$ cat src/rtl/pq_esb_pkg.sv
package pq_esb_pkg;

    // Width of the decoded part of the access window
    localparam int unsigned MAP_W = 12;

    localparam logic [MAP_W-1:0] OFS_TRIG_OR_LDEOI = 12'h000;
    localparam logic [MAP_W-1:0] OFS_STORE_EOI     = 12'h400;
    localparam logic [MAP_W-1:0] OFS_SETPQ_BASE    = 12'hC00;
    // Bits 9:8 pick the P,Q value in the set-state group
    localparam logic [MAP_W-1:0] OFS_SETPQ_SEL     = 12'h300;

    typedef struct packed {
        logic p;
        logic q;
    } pq_t;

    localparam pq_t PQ_RESET = '{p: 1'b0, q: 1'b1};

    typedef enum logic [2:0] {
        OP_IDLE,
        OP_TRIGGER,
        OP_EOI,
        OP_SET,
        OP_QUERY,
        OP_DROP
    } op_e;

    typedef struct packed {
        op_e  op;
        pq_t  set_val;
        logic is_load;
    } cmd_t;

    typedef struct packed {
        pq_t  pq;
        logic fire;
    } step_t;

    function automatic step_t trigger_step(pq_t s);
        step_t r;
        r.pq   = s;
        r.fire = 1'b0;
        if (!s.p && !s.q) begin
            r.pq   = '{p: 1'b1, q: 1'b0};
            r.fire = 1'b1;
        end else if (s.p) begin
            r.pq = '{p: 1'b1, q: 1'b1};
        end
        return r;
    endfunction

    function automatic step_t eoi_step(pq_t s);
        step_t r;
        r.pq   = s;
        r.fire = 1'b0;
        if (s.p) begin
            if (s.q) begin
                r.pq   = '{p: 1'b1, q: 1'b0};
                r.fire = 1'b1;
            end else begin
                r.pq = '{p: 1'b0, q: 1'b0};
            end
        end
        return r;
    endfunction

    function automatic step_t cmd_step(pq_t s, cmd_t c);
        step_t r;
        r.pq   = s;
        r.fire = 1'b0;
        case (c.op)
            OP_TRIGGER: r = trigger_step(s);
            OP_EOI:     r = eoi_step(s);
            OP_SET:     r.pq = c.set_val;
            default:    r.pq = s;
        endcase
        return r;
    endfunction

    function automatic cmd_t decode_access(logic valid, logic write, logic in_page,
                                           logic [MAP_W-1:0] ofs);
        cmd_t c;
        c.op      = OP_IDLE;
        c.set_val = '{p: 1'b0, q: 1'b0};
        c.is_load = valid && !write;
        if (valid) begin
            if (!in_page) begin
                c.op = write ? OP_DROP : OP_QUERY;
            end else if (write) begin
                if (ofs == OFS_TRIG_OR_LDEOI)
                    c.op = OP_TRIGGER;
                else if (ofs == OFS_STORE_EOI)
                    c.op = OP_EOI;
                else
                    c.op = OP_DROP;
            end else begin
                if (ofs == OFS_TRIG_OR_LDEOI) begin
                    c.op = OP_EOI;
                end else if ((ofs & ~OFS_SETPQ_SEL) == OFS_SETPQ_BASE) begin
                    c.op      = OP_SET;
                    c.set_val = '{p: ofs[9], q: ofs[8]};
                end else begin
                    c.op = OP_QUERY;
                end
            end
        end
        return c;
    endfunction

endpackage

$ cat src/rtl/pq_cmd_decode.sv
module pq_cmd_decode
    import pq_esb_pkg::*;
#(
    parameter int unsigned OFS_W = 12
) (
    input  logic             req_valid,
    input  logic             req_write,
    input  logic [OFS_W-1:0] req_offset,
    output cmd_t             cmd
);

    logic in_page;

    generate
        if (OFS_W > MAP_W) begin : g_wide
            assign in_page = (req_offset[OFS_W-1:MAP_W] == '0);
        end else begin : g_exact
            assign in_page = 1'b1;
        end
    endgenerate

    logic [MAP_W-1:0] low_ofs;
    assign low_ofs = req_offset[MAP_W-1:0];

    always_comb begin
        cmd = decode_access(req_valid, req_write, in_page, low_ofs);
    end

endmodule

$ cat src/rtl/pq_state_core.sv
module pq_state_core
    import pq_esb_pkg::*;
(
    input  logic clk,
    input  logic rst,
    input  cmd_t cmd,
    input  logic hw_trigger,
    output pq_t  pq_q,
    output logic notify_q
);

    step_t after_cmd;
    step_t after_trig;

    always_comb begin
        after_cmd = cmd_step(pq_q, cmd);
        if (hw_trigger) begin
            after_trig = trigger_step(after_cmd.pq);
        end else begin
            after_trig.pq   = after_cmd.pq;
            after_trig.fire = 1'b0;
        end
    end

    always_ff @(posedge clk) begin
        if (rst) begin
            pq_q     <= PQ_RESET;
            notify_q <= 1'b0;
        end else begin
            pq_q     <= after_trig.pq;
            notify_q <= after_cmd.fire | after_trig.fire;
        end
    end

endmodule

$ cat src/rtl/pq_load_resp.sv
module pq_load_resp
    import pq_esb_pkg::*;
#(
    parameter int unsigned DATA_W = 64
) (
    input  logic              clk,
    input  logic              rst,
    input  logic              is_load,
    input  pq_t               pq_before,
    output logic              rsp_valid,
    output logic [DATA_W-1:0] rsp_data
);

    localparam int unsigned PAD_W = DATA_W - 2;

    always_ff @(posedge clk) begin
        if (rst) begin
            rsp_valid <= 1'b0;
            rsp_data  <= '0;
        end else begin
            rsp_valid <= is_load;
            if (is_load)
                rsp_data <= {{PAD_W{1'b0}}, pq_before.p, pq_before.q};
        end
    end

endmodule

$ cat src/rtl/pq_event_buffer.sv
module pq_event_buffer
    import pq_esb_pkg::*;
#(
    parameter int unsigned OFS_W  = 12,
    parameter int unsigned DATA_W = 64
) (
    input  logic              clk,
    input  logic              rst,
    input  logic              req_valid,
    input  logic              req_write,
    input  logic [OFS_W-1:0]  req_offset,
    input  logic              hw_trigger,
    output logic              rsp_valid,
    output logic [DATA_W-1:0] rsp_data,
    output logic              notify
);

    cmd_t       cmd;
    pq_t        state_pq;
    logic [1:0] cur_pq;

    pq_cmd_decode #(.OFS_W(OFS_W)) u_decode (
        .req_valid  (req_valid),
        .req_write  (req_write),
        .req_offset (req_offset),
        .cmd        (cmd)
    );

    pq_state_core u_core (
        .clk        (clk),
        .rst        (rst),
        .cmd        (cmd),
        .hw_trigger (hw_trigger),
        .pq_q       (state_pq),
        .notify_q   (notify)
    );

    pq_load_resp #(.DATA_W(DATA_W)) u_resp (
        .clk        (clk),
        .rst        (rst),
        .is_load    (cmd.is_load),
        .pq_before  (state_pq),
        .rsp_valid  (rsp_valid),
        .rsp_data   (rsp_data)
    );

    assign cur_pq = {state_pq.p, state_pq.q};

endmodule

$ cat config.mk
export PLATFORM = sky130hd
export DESIGN_NAME = pq_event_buffer
export DESIGN_NICKNAME = d
export VERILOG_FILES = /design/src/rtl/pq_esb_pkg.sv /design/src/rtl/pq_cmd_decode.sv /design/src/rtl/pq_state_core.sv /design/src/rtl/pq_load_resp.sv /design/src/rtl/pq_event_buffer.sv
export SDC_FILE = /design/constraint.sdc
export NUM_CORES = 1
export LEC_CHECK = 0
export ABC_AREA = 1
export BUFFER_PORTS_ARGS = -buffer_cell sky130_fd_sc_hd__buf_2
export CELL_PAD_IN_SITES_DETAIL_PLACEMENT = 0
export CELL_PAD_IN_SITES_GLOBAL_PLACEMENT = 2
export CORE_AREA = 10 10 88 90
export DETAILED_ROUTE_END_ITERATION = 6
export DIE_AREA = 0 0 98 100
export PLACE_DENSITY_LB_ADDON = 0.25
export SYNTH_ARGS = -nofsm -noshare
export SYNTH_HDL_FRONTEND = slang
export SYNTH_HIERARCHICAL = 1
export SYNTH_SLANG_ARGS = --single-unit
export TNS_END_PERCENT = 5
$ cat constraint.sdc
create_clock -name clk -period 1.83 [get_ports clk]
set_input_delay 0.183 -clock clk [delete_from_list [all_inputs] [get_ports clk]]
set_output_delay 0.183 -clock clk [all_outputs]
set_load 0.05 [all_outputs]
==> results.ini, run 1 <==
[outcome]
status = completed

[synthesis]
synthCells = 155
synth.area.top_cells = buf_4 (47%), dfxtp_1 (12%), nor2_1 (8.4%)
synth_compound_area_frac = 0.0495
synth_cell_types = 19
syn_area_um2 = 986
avgSynthCellArea_um2 = 6.36
synth_top_family_by_area = buffers and inverters
synth-seq-cells = 6
yosysSeqAreaShare = 0.122
yosys_warnings = 6
synth_top_area_frac = 0.472
synth_fa_ha_area_frac = 0
muxShareOfSynthArea = 0
synth_top_area_cell = buf_4
synth-simple-area-share = 0.292
synthXorXnorAreaFrac = 0

[grt]
grt_pass1_vias = 752
grt-ovfl-total = 0
track_usage = 0.0415
antenna_found_initial = 0
grt_max_degree = 8
grt_pass1_wl_um = 3510

[clock_network]
root_buffer = clkbuf_8
cts_tree = yes
clock_latency_ps = 220
cts_setup_buffers = 0
clock-sinks = 6
cts_resized = 0
cts_buffer_depth = 2
htreeDepth = 1
hold_buffers = 0
cts_buffers = 3
clk_pin_slew_worst_paths_ps = 40

[detailed_routing]
wl_met1_um = 1050
wl_met2_um = 1110
viasPerCell = 2.88
first_iter_violations = 28
dr_wl_met3_um = 176
first_pass_iters = 4
dr_total_vias = 736
final_antenna_net_count = 0
routed_wl_um = 2340
drc = 0
wl_per_cell_um = 9.13
highest_layer = met3

[worst_setup_path]
rr_worst_depth = 7
critPathTopFamily = simple AND/OR/NAND/NOR gates
critPathBufInv = 2
path_cells = buf_2 -> nor2_1 -> nand2_1 -> nor2_4 -> nand2_1 -> nand2_1 -> nand2_1 -> nor2_2 -> inv_2 -> nor2_1 -> nand3_1 -> nand3_2 -> nor2_2 -> nand3_1 -> a21oi_2
path_max_fanout = 6
max_stage_delay_ps = 180
cp_data_arrival_time_ps = 1670
worst_path_most_repeated_cell = nand2_1
cp-end-kind = register
required_ps = 1940
cp-start-kind = input port
crit_type = input port to register
r2r_end = u_core/notify_q$_SDFF_PP0_
crit_slowest_cell = nor2_4
rrSetupSlack_ps = 720
r2r-start = u_core/pq_q[1]$_SDFF_PP0_

[sta]
clock_skew_ps = 2.12
hold_viol = 0
max_freq_ghz = 0.641
whs_ps = 191
layout_min_cycle_time_ps = 1560
final.setup.tns_ps = 0
setup_viol = 0
final.period_utilization = 0.852
rsz0062_at_grt = no
worst_slack_ps = 271
finalMaxSlewViolations = 0

[flow_run]
cap_violations = 0

[power]
irDropWorstVdd_mv = 0.309
p_leak_uw = 0.000575
power_density_nw_per_um2 = 733

[min_path]
hold_start = rst
whs_path_depth = 2
min_path_type = input port to register
min_to = u_core/notify_q$_SDFF_PP0_

[die]
die_area_um2 = 9800
core-area_um2 = 6130
die_h_um = 100
initial_core_util = 0.161
rows = 29
num_io_pins = 83
die_w_um = 98

[place]
placedCellCount = 253
placed_cell_area_um2 = 961
portBuffers = 20
hpwl_um = 2120
preCtsSetupSlack_ps = 71.2
routabilityCongestion = 0.645

[layout]
final_cells = 256
antenna_cells = 0
layout-area-overhead-vs-synth_pct = 1.65
layout-drive-gt1-share = 0.201
fillCellCount = 754
fin_area_um2 = 1000
most-common-layout-cells = conb_1 (62), nor2_1 (22), nand2_1 (21)
final_common_cell = conb_1
layout.nets = 198

## power by group
group	switching [uW]	internal, uW	total, uW
registers	4.92	140	145
logic	353	39.6	393
clock network	56.1	141	197
total	414	321	735
## logic make-up (layout without fill, tap and decap cells)
group	count (synthesis)	in the layout
buffers and inverters	78	41
DFF	6	6
other	1	62
and+or+nand+nor	63	63
AOI/OAI and AO/OA	7	7
## state kept, by name, summed over array words and instances, names as in the netlist
| signal | count |
|---|---|
| u_core/pq_q | 2 |
| u_resp/rsp_valid | 1 |
| u_core/notify_q | 1 |
| u_resp/rsp_data | 2 |
## through the flow
stage                     power (uW)   util
after detailed placement         534  0.157
after CTS                        738  0.163
after global routing             777  0.163
after floorplan                  598      -
final                            735  0.163
after global placement           537  0.157
## cell usage after synthesis
cell and count:
buf_4 62, inv_2 2, a21oi_2 2, nor2_1 22, nand3_1 10, nor2_4 2, nand4_1 2, o21ai_2 1
conb_1 1, o21ai_1 1, nand3_2 1, inv_1 14, nand2_1 21, nor2_2 3, a21oi_1 2, nand3b_1 1
o21a_1 1, dfxtp_1 6, nor3_1 1
## final cells by class
| class | count | area, um2 | share of cell area |
|---|---|---|---|
| Multi-Input combinational cell | 132 | 569 | 0.568 |
| Clock buffer | 3 | 41.3 | 0.0412 |
| Tap cell | 77 | 96.3 | 0.0961 |
| Sequential cell | 6 | 120 | 0.120 |
| Timing Repair Buffer | 22 | 115 | 0.115 |
| Inverter | 16 | 60.1 | 0.0599 |
## routing by layer
layer / track usage / vias to the layer above
met1: 0.0485 / 300
met5: 0 / -
met2: 0.0670 / 39
li1: - / 397
met4: 0.0134 / 0
met3: 0.0179 / 0
## worst max path at each step
stage / from / end / slack, ps / cells past startpoint
global placement: req_offset[3] / u_core/notify_q$_SDFF_PP0_ / 20 / 15
floorplan: req_offset[3] / u_core/notify_q$_SDFF_PP0_ / 340 / 14
finish: req_offset[3] / u_core/notify_q$_SDFF_PP0_ / 270 / 15
global route: req_offset[3] / u_core/notify_q$_SDFF_PP0_ / 140 / 15
CTS: req_offset[3] / u_core/notify_q$_SDFF_PP0_ / 300 / 15
detailed placement: req_offset[3] / u_core/notify_q$_SDFF_PP0_ / 70 / 15
## worst reg2reg max path: cells and delay by family, from the launching register on
family / cells / cell delay [ps]
AND/OR/NAND/NOR: 5 / 500
buffers and inverters: 1 / 110
flip-flops: 1 / 320
AO/OA/AOI/OAI: 1 / 120
No activity file was read; power rests on OpenSTA's default activity.
==> inputs of run 2 (changes only) <==
--- a/config.mk
+++ b/config.mk
@@ -13,6 +13,7 @@
 export DETAILED_ROUTE_END_ITERATION = 6
 export DIE_AREA = 0 0 98 100
 export PLACE_DENSITY_LB_ADDON = 0.25
+export RECOVER_POWER = 100
 export SYNTH_ARGS = -nofsm -noshare
 export SYNTH_HDL_FRONTEND = slang
 export SYNTH_HIERARCHICAL = 1
==> run 2 against run 1 <==
  * First-iteration DRC count grew 3.6%
  * Via count shrank 0.54%
  * Fmax shrank 2.1%
  * Critical path depth is the same
  * Cell count is the same
  * Sequential share of layout area grew 0.15 points
  * Critical endpoint unchanged
==> results.ini, run 2 (same netlist as run 1, synthesis figures left out) <==
[power]
p_int_uw = 318  ; -0.89%
p_leak_uw = 0.000552  ; -3.9%
power_frac_clock = 0.270  ; about the same
p_seq_frac = 0.198  ; about the same
p_comb_frac = 0.532  ; -0.002
swShare = 0.565  ; +0.00187
power_density_nw_per_um2 = 739  ; +0.79%
irDropWorstVdd_mv = 0.308  ; about the same
p_switching_uw = 413  ; -0.14%

[grt]
grt-ovfl-total = 0  ; unchanged
track_usage = 0.0415  ; unchanged
grt_pass1_vias = 752  ; unchanged
grt_max_degree = 8  ; unchanged
grt_pass1_wl_um = 3510  ; unchanged
antenna_found_initial = 0  ; unchanged

[clock_network]
clock-sinks = 6  ; unchanged
cts_buffer_depth = 2  ; unchanged
cts_buffers = 3  ; unchanged
clk_pin_slew_worst_paths_ps = 40  ; about the same
htreeDepth = 1  ; unchanged
clock_latency_ps = 220  ; about the same
cts_tree = yes
hold_buffers = 0  ; unchanged
cts_setup_buffers = 0  ; unchanged
root_buffer = clkbuf_8
cts_resized = 0  ; unchanged

[min_path]
min_path_type = input port to register
hold_start = rst

[worst_setup_path]
r2r_end = u_core/notify_q$_SDFF_PP0_
startpoint = req_offset[3]
crit_slowest_cell = nor2_4
required_ps = 1940  ; about the same
rrSetupSlack_ps = 720  ; about the same
cp-endpoint = u_core/notify_q$_SDFF_PP0_
r2r-start = u_core/pq_q[1]$_SDFF_PP0_
cp-start-kind = input port
path_cells = buf_2 -> nor2_1 -> nand2_1 -> nor2_4 -> nand2_1 -> nand2_1 -> nand2_1 -> nor2_1 -> inv_2 -> nor2_1 -> nand3_1 -> nand3_2 -> nor2_2 -> nand3_1 -> a21oi_2
rr_worst_depth = 7  ; unchanged
crit_type = input port to register
cp_data_arrival_time_ps = 1700  ; +30 ps
critPathTopFamily = simple AND/OR/NAND/NOR gates
crit_cells = 15  ; unchanged
cp-end-kind = register
worst_path_most_repeated_cell = nand2_1
critPathBufInv = 2  ; unchanged
path_max_fanout = 6  ; unchanged
max_stage_delay_ps = 180  ; about the same

[sta]
final.setup.tns_ps = 0  ; unchanged
hold_viol = 0  ; unchanged
rsz0062_at_grt = no
finalMaxSlewViolations = 0  ; unchanged
setup_viol = 0  ; unchanged
relSlewSlack = 0.588
final.period_utilization = 0.871  ; +0.0186
clock_skew_ps = 2.15  ; +0.0341 ps
max_freq_ghz = 0.628  ; -2.1%
tightest_slew_ps = 621
layout_min_cycle_time_ps = 1590  ; +34.1 ps

[detailed_routing]
routed_wl_um = 2330  ; -0.21%
first_iter_violations = 29  ; +3.6%
final_antenna_net_count = 0  ; unchanged
first_pass_iters = 4  ; unchanged
wl_per_cell_um = 9.11  ; -0.21%
drc = 0  ; unchanged
dr_total_vias = 732  ; -0.54%
viasPerCell = 2.86  ; -0.54%

[outcome]
status = completed

[layout]
antenna_cells = 0  ; unchanged
largest_registers = u_core/pq_q x2, u_resp/rsp_data x2
regArea_um2 = 120  ; unchanged
most-common-layout-cells = conb_1 (62), nor2_1 (23), nand2_1 (21)
fin_util = 0.161  ; -0.00204
layout-area-overhead-vs-synth_pct = 0.381
layout-drive-gt1-share = 0.162  ; -0.0391
multi_input_area_um2 = 567  ; -0.44%
layout.nets = 198  ; unchanged
fillCellCount = 754  ; unchanged
final_common_cell = conb_1

[flow_run]
cap_violations = 0  ; unchanged

[die]
rows = 29  ; unchanged
die_h_um = 100  ; unchanged
num_io_pins = 83  ; unchanged
initial_core_util = 0.161  ; unchanged
core-area_um2 = 6130  ; unchanged
die_w_um = 98  ; unchanged
die_area_um2 = 9800  ; unchanged

[place]
routabilityCongestion = 0.645  ; unchanged
hpwl_um = 2120  ; unchanged
portBuffers = 20  ; unchanged

[run 2: changes by cell type in the layout (fill, tap and decap cells not counted)]
cell,delta
clkbuf_1,+6
nor2_2,-1
buf_2,-5
buf_4,-1
nor2_1,+1
[run 2: area by class of cell]
cell class	count	share of cell area
Multi-Input combinational cell	132	0.573
Tap cell	77	0.0973
Clock buffer	3	0.0417
Sequential cell	6	0.121
Timing Repair Buffer	22	0.106
Inverter	16	0.0607
[run 2: per-stage QoR]
step	hold slack [ps]	cell area, um2	power [uW]	instances	worst slack, ps
after global routing	211	990	774	256	86.9
after floorplan	245	1210	598	216	341
final	191	990	731	256	237
after global placement	423	961	537	253	24.7
after detailed placement	419	961	534	253	71.2
after CTS	190	1000	738	256	300
[run 2: how the worst min path moves through the flow]
stage / cells after the start / end
2_1_floorplan: 1 / u_core/notify_q$_SDFF_PP0_
3_3_place_gp: 2 / u_core/notify_q$_SDFF_PP0_
3_5_place_dp: 2 / u_core/notify_q$_SDFF_PP0_
4_1_cts: 2 / u_core/notify_q$_SDFF_PP0_
5_1_grt: 2 / u_core/notify_q$_SDFF_PP0_
6_report: 2 / u_core/notify_q$_SDFF_PP0_
[run 2: routing by layer]
layer / part of all wire / vias to the layer above / GRT usage
li1: - / 397 / -
met1: 0.45 / 296 / 0.0485
met2: 0.48 / 39 / 0.0670
met3: 0.070 / 0 / 0.0179
met4: 0 / 0 / 0.0134
met5: 0 / - / 0
[run 2: worst reg2reg max path, stage by stage, from the launching register on]
cell and delay, ps:
dfxtp_1 320, inv_1 110, nor2_1 50, nand3_1 130, nand3_2 100, nor2_2 120, nand3_1 100, a21oi_2 120
[run 2: power by group through the flow]
| stage | Clock (uW) | Sequential (uW) | Combinational [uW] |
|---|---|---|---|
| finish | 197 | 145 | 389 |
| global route | 217 | 146 | 411 |
| CTS | 205 | 145 | 388 |
| detailed placement | 0 | 147 | 388 |
| global placement | 0 | 147 | 390 |
| floorplan | 0 | 163 | 435 |
==> inputs of run 3 (changes only) <==
--- a/config.mk
+++ b/config.mk
@@ -12,6 +12,7 @@
 export CORE_AREA = 10 10 88 90
 export DETAILED_ROUTE_END_ITERATION = 6
 export DIE_AREA = 0 0 98 100
+export MAX_ROUTING_LAYER = met4
 export PLACE_DENSITY_LB_ADDON = 0.25
 export RECOVER_POWER = 100
 export SYNTH_ARGS = -nofsm -noshare
==> run 3 against run 2 <==
  * Fmax barely moved
  * Wire length unchanged
  * Sequential cell count did not move
  * Critical path depth unchanged
  * First-iteration DRC count unchanged
  * Clock skew unchanged
  * Cell count did not move
  * Via count grew 0.27%
  * Cell area unchanged
  * Worst setup slack hardly changed
  * Hold slack barely moved
  * Critical path type unchanged
  * Critical endpoint unchanged
==> results.ini, run 3 (same netlist as run 1, synthesis figures left out) <==
[layout]
most-common-layout-cells = conb_1 (62), nor2_1 (23), nand2_1 (21)
antenna_cells = 0  ; unchanged
final_common_cell = conb_1
layout.nets = 198  ; unchanged
layout-area-overhead-vs-synth_pct = 0.381  ; unchanged
layout-drive-gt1-share = 0.162  ; unchanged
fin_util = 0.161  ; unchanged
largest_registers = u_core/pq_q x2, u_resp/rsp_data x2

[worst_setup_path]
worst_path_most_repeated_cell = nand2_1
cp_data_arrival_time_ps = 1700  ; about the same
required_ps = 1940  ; about the same
path_max_fanout = 6  ; unchanged
crit_slowest_cell = nor2_4
max_stage_delay_ps = 180  ; about the same
path_cells = buf_2 -> nor2_1 -> nand2_1 -> nor2_4 -> nand2_1 -> nand2_1 -> nand2_1 -> nor2_1 -> inv_2 -> nor2_1 -> nand3_1 -> nand3_2 -> nor2_2 -> nand3_1 -> a21oi_2
rrSetupSlack_ps = 720  ; about the same
crit_type = input port to register
cp-end-kind = register
cp-start-kind = input port

[detailed_routing]
final_antenna_net_count = 0  ; unchanged
routed_wl_um = 2330  ; unchanged
drc = 0  ; unchanged
dr_total_vias = 734  ; +0.27%
first_pass_iters = 4  ; unchanged
viasPerCell = 2.87  ; +0.27%
wl_per_cell_um = 9.11  ; unchanged
first_iter_violations = 29  ; unchanged

[sta]
final.setup.tns_ps = 0  ; unchanged
max_freq_ghz = 0.628  ; about the same
finalMaxSlewViolations = 0  ; unchanged
whs_ps = 192  ; +0.106 ps
relSlewSlack = 0.588  ; unchanged
clock_skew_ps = 2.15  ; unchanged
tightest_slew_ps = 621  ; unchanged
hold_viol = 0  ; unchanged
final.period_utilization = 0.871  ; about the same
setup_viol = 0  ; unchanged
layout_min_cycle_time_ps = 1590  ; +0.105 ps
rsz0062_at_grt = no

[grt]
antenna_found_initial = 0  ; unchanged
grt_pass1_wl_um = 3500  ; -0.20%
track_usage = 0.0427  ; +0.00118
grt_pass1_vias = 752  ; unchanged
grt_max_degree = 8  ; unchanged
grt-ovfl-total = 0  ; unchanged

[clock_network]
cts_buffer_depth = 2  ; unchanged
clock_latency_ps = 220  ; about the same
cts_tree = yes
cts_setup_buffers = 0  ; unchanged
root_buffer = clkbuf_8
cts_buffers = 3  ; unchanged
cts_resized = 0  ; unchanged
hold_buffers = 0  ; unchanged
htreeDepth = 1  ; unchanged
clk_pin_slew_worst_paths_ps = 40  ; about the same
clock-sinks = 6  ; unchanged

[place]
portBuffers = 20  ; unchanged
routabilityCongestion = 0.651  ; +0.87%
hpwl_um = 2120  ; unchanged

[die]
num_io_pins = 83  ; unchanged
core-area_um2 = 6130  ; unchanged
die_h_um = 100  ; unchanged
rows = 29  ; unchanged
die_w_um = 98  ; unchanged
die_area_um2 = 9800  ; unchanged
initial_core_util = 0.161  ; unchanged

[power]
power_density_nw_per_um2 = 739  ; about the same
irDropWorstVdd_mv = 0.308  ; about the same
p_leak_uw = 0.000552  ; unchanged

[flow_run]
cap_violations = 0  ; unchanged

[min_path]
min_path_type = input port to register

[outcome]
status = completed

## run 3: cell counts in the layout (fill, tap and decap cells not counted)
No cell type changed its count.
## run 3: report_power, final
group	internal, uW	total, uW	leakage (uW)	switching (uW)
clock	141	197	0.0000216	56.0
combinational	36.8	389	0.000481	353
sequential	140	145	0.0000493	5.03
total	318	732	0.000552	414
## run 3: metrics by stage
step	power (uW)	cell area, um2	setup slack, ps	cells
final	732	990	237	256
after global routing	774	990	86.9	256
after CTS	738	1000	300	256
after detailed placement	534	961	71.2	253
after global placement	537	961	24.7	253
after floorplan	598	1210	341	216
## run 3: layout make-up
type	instances	area, um2
Multi-Input combinational cell	132	567
Fill cell	754	5140
Timing Repair Buffer	22	105
Tap cell	77	96.3
Clock buffer	3	41.3
Inverter	16	60.1
Sequential cell	6	120
## run 3: final timing paths
kind	cells past startpoint	startpoint	to
max	15	req_offset[3]	u_core/notify_q$_SDFF_PP0_
min	2	rst	u_core/notify_q$_SDFF_PP0_
max reg2reg	7	u_core/pq_q[1]$_SDFF_PP0_	u_core/notify_q$_SDFF_PP0_
min reg2reg	2	u_resp/rsp_data[0]$_SDFFE_PP0P_	u_resp/rsp_data[0]$_SDFFE_PP0P_
## run 3: routing by layer
layer,vias up,track usage,part of all wire
met5,-,-,0
met4,0,0.0134,0.0026
met3,2,0.0158,0.067
met2,39,0.0670,0.47
met1,296,0.0497,0.46
li1,397,-,-
## run 3: critical path: cells and delay by family
| kind | cells | cell delay [ps] |
|---|---|---|
| AO/OA/AOI/OAI | 1 | 60 |
| buffers and inverters | 2 | 190 |
| AND/OR/NAND/NOR | 12 | 1280 |
